[config.mk]
export PLATFORM = sky130hd
export DESIGN_NAME = iso_zlp_responder
export DESIGN_NICKNAME = d
export VERILOG_FILES = /design/src/rtl/iso_zlp_pkg.sv /design/src/rtl/iso_uf_tracker.sv /design/src/rtl/iso_rsp_select.sv /design/src/rtl/iso_zlp_responder.sv
export SDC_FILE = /design/constraint.sdc
export NUM_CORES = 1
export LEC_CHECK = 0
export BUFFER_PORTS_ARGS = -buffer_cell sky130_fd_sc_hd__clkbuf_2
export CAP_MARGIN = 20
export CORE_AREA = 2 2 39 41
export CTS_CLUSTER_SIZE = 24
export DETAILED_ROUTE_END_ITERATION = 6
export DIE_AREA = 0 0 41 43
export PLACE_DENSITY = 0.48
export SYNTH_ARGS = -nofsm -noshare
export SYNTH_HDL_FRONTEND = slang
export SYNTH_SLANG_ARGS = --single-unit
[constraint.sdc]
create_clock -name clk -period 2.6 [get_ports clk]
set_input_delay 0.52 -clock clk [delete_from_list [all_inputs] [get_ports clk]]
set_output_delay 0.52 -clock clk [all_outputs]
set_load 0.02 [all_outputs]
[src/rtl/iso_zlp_pkg.sv]
package iso_zlp_pkg;
  typedef enum logic [1:0] {
    PID_D0 = 2'b00,
    PID_D1 = 2'b01,
    PID_D2 = 2'b10
  } pid_e;

  typedef struct packed {
    logic is_data;
    pid_e pid;
  } rsp_t;
endpackage

[src/rtl/iso_uf_tracker.sv]
// Holds how many sequence positions remain in the current microframe.
module iso_uf_tracker #(
  parameter int MULT_W   = 2,
  parameter int MAX_MULT = 3
) (
  input  logic              clk,
  input  logic              rst_n,
  input  logic              uframe_start,
  input  logic              in_tok,
  input  logic [MULT_W-1:0] cfg_mult,
  output logic [MULT_W-1:0] rem_now
);
  localparam logic [MULT_W-1:0] ONE  = MULT_W'(1);
  localparam logic [MULT_W-1:0] CEIL = MULT_W'(MAX_MULT);

  logic [MULT_W-1:0] rem_q;
  logic [MULT_W-1:0] eff_cfg;

  // a count of zero is read as one; anything above the ceiling is clipped
  always_comb begin
    if (cfg_mult == '0)        eff_cfg = ONE;
    else if (cfg_mult > CEIL)  eff_cfg = CEIL;
    else                       eff_cfg = cfg_mult;
  end

  // a strobe reloads the count in the same cycle, so a coincident token sees it
  assign rem_now = uframe_start ? eff_cfg : rem_q;

  always_ff @(posedge clk) begin
    if (!rst_n)                        rem_q <= '0;
    else if (in_tok && rem_now != '0)  rem_q <= rem_now - ONE;
    else                               rem_q <= rem_now;
  end
endmodule

[src/rtl/iso_rsp_select.sv]
// Maps the remaining-position count and FIFO state to a reply.
module iso_rsp_select
  import iso_zlp_pkg::*;
#(
  parameter int MULT_W = 2
) (
  input  logic [MULT_W-1:0] rem_now,
  input  logic              pkt_avail,
  output rsp_t              sel
);
  logic [MULT_W-1:0] pos;

  assign pos = rem_now - MULT_W'(1);

  always_comb begin
    if (rem_now == '0) begin
      sel.is_data = 1'b0;
      sel.pid     = PID_D0;
    end else begin
      sel.is_data = pkt_avail;
      sel.pid     = pid_e'(pos[1:0]);
    end
  end
endmodule

[src/rtl/iso_zlp_responder.sv]
module iso_zlp_responder
  import iso_zlp_pkg::*;
#(
  parameter int MULT_W   = 2,
  parameter int MAX_MULT = 3
) (
  input  logic              clk,
  input  logic              rst_n,
  input  logic              uframe_start,
  input  logic [MULT_W-1:0] cfg_mult,
  input  logic              in_tok,
  input  logic              pkt_avail,
  output logic              rsp_valid,
  output logic              rsp_is_data,
  output logic [1:0]        rsp_pid
);
  logic [MULT_W-1:0] rem_now;
  rsp_t              sel;

  iso_uf_tracker #(.MULT_W(MULT_W), .MAX_MULT(MAX_MULT)) u_track (
    .clk          (clk),
    .rst_n        (rst_n),
    .uframe_start (uframe_start),
    .in_tok       (in_tok),
    .cfg_mult     (cfg_mult),
    .rem_now      (rem_now)
  );

  iso_rsp_select #(.MULT_W(MULT_W)) u_sel (
    .rem_now   (rem_now),
    .pkt_avail (pkt_avail),
    .sel       (sel)
  );

  always_ff @(posedge clk) begin
    if (!rst_n) begin
      rsp_valid   <= 1'b0;
      rsp_is_data <= 1'b0;
      rsp_pid     <= 2'b00;
    end else begin
      rsp_valid <= in_tok;
      if (in_tok) begin
        rsp_is_data <= sel.is_data;
        rsp_pid     <= sel.pid;
      end else begin
        rsp_is_data <= 1'b0;
        rsp_pid     <= 2'b00;
      end
    end
  end
endmodule

==> results.ini, run 1 <==
[status]
status=completed

[detailed_routing]
dr.max_layer_used=met3
drtPass1Iterations=1
drtIter0Drc=0
ant_nets=0
met1_length_um=208
route.met3.wl_um=60
wl_met2_um=139
routedWlPerCell_um=8.33
vias=174
drcViolationCount=0
vias_per_cell=3.55
routed_wl_um=408

[critical_path]
r2r_slack_ns=1.35
start_kind=input pin
reg2reg_to=u_track.rem_q[1]
critPathMostFrequentCell=mux2i_1
slowest_stage=mux2i_1
crit_family=simple AND/OR/NAND/NOR gates
cp.required_ns=2.72
crit_fanout=5
ff2ff_path_depth=5
r2r_start=u_track.rem_q[1]
endpoint_kind=register
cp_slowest_stage_delay_ns=0.24
critPathKind=in2reg
worstPathArrival_ns=1.56
crit_path_cell_trace=clkbuf_2 > mux2i_1 > ha_1 > and2b_1 > mux2i_1 > and2_1
path_buf_inv=1

[place]
place_ws_ns=0.901
hpwl_um=340
placed_area_um2=295
place_congestion=0.633
numPortBuffers=10
dpl.cell_count=46

[clock_tree]
cts.path.max_buffers=2
htree_levels=1
clk_pin_slew_ns=0.04
cts_root_buf=clkbuf_4
cts_setup_buffers=0
cts.sinks=6
ctsHoldBuffers=0
cts_tree=done
numCtsBuffers=3
cts-resized-gates=0
insertion_delay_ns=0.23

[die]
core_mm2=0.00138
rows=14
start_util_pct=16.3
die_y_um=43
die_x_um=41
ios=11
die_area_mm2=0.00176

[synth]
syn_inst=20
yosysSeqAreaShare_pct=53.3
synth-seq-cells=6
synth_top_cell_by_area=dfxtp_1
synth.area.top_cells=dfxtp_1 53%, mux2i_1 13%, and2_1 5.6%
ys_types=11
syn_area_per_cell_um2=11.3
syn-num-nets=28
synth_top_area_share_pct=53.3
yosysWarnings=0
syn_area_um2=225

[cells_and_area]
antennaDiodeCount=0
final_cells=49
final_nets=43
drive_gt1_share_pct=42.4
area_growth_pct=41.1
layout_common_cells=10 x clkbuf_2, 6 x dfxtp_1, 3 x mux2i_1, 3 x clkbuf_4
final_util_pct=23.0
final_area_um2=318
final_common_cell=clkbuf_2

[min_path]
hold-path-cell-count=2
holdPathEnd=rsp_valid
hp-start=in_tok
min_path_type=in2reg

[job]
maxCapViolations=0

[global_routing]
grt_usage_pct=6.33
grt_max_degree=7
grt-ovfl-total=0
grt_pass1_wl_um=690
grt_pass1_vias=165
antenna_found_initial=0

[pwr]
peakVddDrop_v=0.000325
power_density_mw_per_mm2=681
p_leak_nw=0.162
finalPower_mw=0.216

[timing]
timing.final.crit_period_ns=1.44
relSlewSlack_pct=86.7
setup_violations=0
setup_ws_ns=1.16
whs_ns=0.501
worst_pin_slew_ns=0.194
hold_viol=0
report.final.slew_viol_count=0
fmax_ghz=0.695
fin_tns_setup_ns=0
fin_skew_ns=0.00131
finalCritPeriodShare_pct=55.4
rsz0062_at_grt=false

## layout make-up
type / count / area, um2
multi-input combinational: 14 / 105
clock buffer: 3 / 22.5
fill: 157 / 1070
sequential: 6 / 120
tap: 16 / 20.0
timing repair buffer: 10 / 50.0
## per-layer routing
metal / track usage, % / vias to the layer above
met5: 0 / -
met4: 2.00 / 0
met3: 8.38 / 0
met2: 6.56 / 11
met1: 7.40 / 66
li1: - / 97
## worst register-to-register path, stage by stage (launching register included)
cell	delay, ns
dfxtp_1	0.29
mux2i_1	0.17
ha_1	0.17
and2b_1	0.23
mux2i_1	0.13
and2_1	0.16
## cells by family (layout without fill, tap and decap cells)
family | after synthesis | after routing | synth area share (%)
and+or+nand+nor | 9 | 9 | 23.9
muxes | 3 | 3 | 13.3
DFF | 6 | 6 | 53.3
AOI/OAI and AO/OA | 1 | 1 | 3.89
buffers and inverters | 0 | 13 | 0
adders and majority gates | 1 | 1 | 5.55
## power by group
group	total (mW)	leakage, nW	switching (mW)	internal [mW]
registers	0.101	0.0495	0.00184	0.0996
clock network	0.0808	0.0138	0.0289	0.0519
logic	0.0342	0.0990	0.0180	0.0161
total	0.216	0.162	0.0488	0.168
## how the worst max path moves through the flow
stage                       from          endpoint  slack, ns  cells past startpoint
global route        uframe_start  u_track.rem_q[0]       1.11                      6
floorplan            cfg_mult[0]  u_track.rem_q[1]       1.12                      6
finish              uframe_start  u_track.rem_q[1]       1.16                      6
global placement    uframe_start  u_track.rem_q[1]       0.93                      6
CTS                 uframe_start  u_track.rem_q[1]       1.15                      6
detailed placement  uframe_start  u_track.rem_q[1]       0.90                      6
## cell usage after synthesis, drive strengths merged
library cell / count
ha: 1
nand2b: 1
mux2i: 3
nand3b: 1
and2b: 1
nor2: 1
nand2: 1
and3: 2
and2: 2
dfxtp: 6
o21ai: 1
## sequential cells by signal, summed over array words and instances, names as in the netlist
register	count
rsp_is_data	1
u_track.rem_q	2
rsp_pid	2
rsp_valid	1
Power figures use the tool's default switching activity.
==> inputs of run 2 (changes only) <==
- ABC_AREA: unset -> 1
- PLACE_DENSITY: 0.48 -> 0.5
- clock period: 2.6 -> 1.45 ns (I/O delays scaled with it)
==> results.ini, run 2 <==
[critical_path]
endpoint_kind=register  ; unchanged
crit_fanout=3  ; was 5
critPathKind=reg2reg  ; was in2reg
worstPathArrival_ns=1.28  ; was 1.56 ns
cp.required_ns=1.62  ; was 2.72 ns
start_kind=register  ; was input pin

[cells_and_area]
area_growth_pct=37.2  ; was 41.1%
antennaDiodeCount=0  ; unchanged
final_util_pct=24.7  ; was 23.0%
top_regs=rsp_pid: 2 flops, u_track.rem_q: 2 flops  ; unchanged
drive_gt1_share_pct=36.2  ; was 42.4%
layout_common_cells=10 x clkbuf_2, 9 x inv_1, 7 x nand2_1  ; was 10 x clkbuf_2, 6 x dfxtp_1, 3 x mux2i_1, 3 x clkbuf_4
final_common_cell=clkbuf_2  ; unchanged
multi_input_area_um2=95.1  ; was 105 um2
final_nets=57  ; was 43
final_cells=63  ; was 49
register_area_um2=120  ; unchanged
nFillCells=158  ; was 157

[global_routing]
antenna_found_initial=0  ; unchanged
grt_pass1_vias=196  ; was 165
grt_pass1_wl_um=641  ; was 690 um
grt_max_degree=4  ; was 7
grt-ovfl-total=0  ; unchanged
grt_usage_pct=5.84  ; was 6.33%

[detailed_routing]
routed_wl_um=430  ; was 408 um
drcViolationCount=0  ; unchanged
drtPass1Iterations=1  ; unchanged
routedWlPerCell_um=6.83  ; was 8.33 um
ant_nets=0  ; unchanged
vias=226  ; was 174
vias_per_cell=3.59  ; was 3.55
drtIter0Drc=0  ; unchanged

[die]
die_x_um=41  ; unchanged
core_mm2=0.00138  ; unchanged
start_util_pct=18.0  ; was 16.3%
rows=14  ; unchanged
die_area_mm2=0.00176  ; unchanged
ios=11  ; unchanged
die_y_um=43  ; unchanged

[timing]
setup_violations=0  ; unchanged
fmax_ghz=0.904
finalCritPeriodShare_pct=76.3
timing.final.crit_period_ns=1.11
worst_pin_slew_ns=0.160  ; was 0.194 ns
setup_ws_ns=0.344  ; was 1.16 ns
rsz0062_at_grt=false  ; unchanged
fin_skew_ns=0.000168  ; was 0.00131 ns
report.final.slew_viol_count=0  ; unchanged
fin_tns_setup_ns=0  ; unchanged
hold_viol=0  ; unchanged
relSlewSlack_pct=89.3  ; was 86.7%

[synth]
synth_top_cell_by_area=dfxtp_1  ; unchanged
post-synth-top-count-cell=inv_1  ; was dfxtp_1
yosysWarnings=0  ; unchanged
syn_area_per_cell_um2=7.32  ; was 11.3 um2
synth_flop_cell=dfxtp_1  ; unchanged
syn_inst=34  ; was 20
synth-seq-cells=6  ; unchanged
syn_area_um2=249  ; was 225 um2
async_flop_share_pct=0  ; unchanged
syn-num-nets=42  ; was 28
yosysSeqAreaShare_pct=48.2  ; was 53.3%
synth-edff-count=0  ; unchanged
synth_top_area_share_pct=48.2  ; was 53.3%
ys_types=10  ; was 11
ys_top_cells_by_count=9 x inv_1, 7 x nand2_1, 6 x dfxtp_1  ; was 6 x dfxtp_1, 3 x mux2i_1, 2 x and2_1, 2 x and3_1
synth.area.top_cells=dfxtp_1 48%, inv_1 14%, nand2_1 11%  ; was dfxtp_1 53%, mux2i_1 13%, and2_1 5.6%

[clock_tree]
cts_setup_buffers=0  ; unchanged
cts_root_buf=clkbuf_4  ; unchanged
clk_pin_slew_ns=0.04  ; about the same
insertion_delay_ns=0.24  ; was 0.23 ns
cts_tree=done  ; unchanged
htree_levels=1  ; unchanged
numCtsBuffers=3  ; unchanged
cts.path.max_buffers=2  ; unchanged
ctsHoldBuffers=0  ; unchanged
cts.sinks=6  ; unchanged
cts-resized-gates=0  ; unchanged

[pwr]
p_leak_nw=0.201  ; was 0.162 nW
power_density_mw_per_mm2=1150  ; was 681 mW/mm2
finalPower_mw=0.392  ; was 0.216 mW
peakVddDrop_v=0.000298  ; was 0.000325 V

[job]
maxCapViolations=0  ; unchanged

[place]
dpl.cell_count=60  ; was 46
place_congestion=0.678  ; was 0.633
numPortBuffers=10  ; unchanged
place_ws_ns=0.190  ; was 0.901 ns

[min_path]
min_path_type=in2reg  ; unchanged

[status]
status=completed  ; unchanged

==> run 2: changes by cell type in the layout (fill, tap and decap cells not counted), sizes merged, moves of 2 or more <==
cell   before  now
and2        2    0
and3        2    0
inv         0    9
mux2i       3    0
nand2       1    9
nor2        1    6
==> run 2: cell type report <==
type / count / area share, %
timing repair buffer: 10 / 14.7
clock buffer: 3 / 6.59
multi-input combinational: 19 / 27.8
tap: 16 / 5.86
sequential: 6 / 35.2
inverter: 9 / 9.89
==> run 2: kinds of logic after synthesis <==
kind of cell	synth area share, %
and+or+nand+nor	25.6
adders and majority gates	5.02
AOI/OAI and AO/OA	7.53
buffers and inverters	13.6
DFF	48.2
==> run 2: path summary, 6_finish.rpt <==
| check | start | endpoint | slack (ns) | cells after the start |
|---|---|---|---|---|
| worst max register to register | u_track.rem_q[0] | u_track.rem_q[1] | 0.34 | 7 |
| worst min register to register | u_track.rem_q[1] | u_track.rem_q[1] | 0.56 | 4 |
| worst min-delay path | pkt_avail | rsp_is_data | 0.24 | 3 |
| worst max-delay path | u_track.rem_q[0] | u_track.rem_q[1] | 0.34 | 7 |
==> run 2: critical path, cell delays in order, from the launching register on <==
cell and delay (ns):
dfxtp_1 0.32, inv_1 0.04, nand2_1 0.07, o21ai_2 0.07
ha_1 0.22, nor2_2 0.14, inv_1 0.08, o21ai_1 0.11
==> run 2: routing by layer <==
metal  wire, um  track usage (%)
met5          0                0
met4          0             4.00
met3         29             4.71
met2        208             8.44
met1        192             5.18
==> run 2: report_power, final <==
| group | internal, mW | total, mW | switching, mW | leakage [nW] |
|---|---|---|---|---|
| Clock | 0.0931 | 0.146 | 0.0529 | 0.0138 |
| Sequential | 0.178 | 0.182 | 0.00366 | 0.0494 |
| Combinational | 0.0258 | 0.0641 | 0.0384 | 0.138 |
| Total | 0.297 | 0.392 | 0.0949 | 0.201 |
==> run 2: per-stage QoR <==
stage | cell area [um2] | hold slack [ns]
floorplan | 249 | 0.402
global placement | 319 | 0.495
detailed placement | 319 | 0.490
CTS | 342 | 0.237
global route | 342 | 0.235
finish | 342 | 0.245
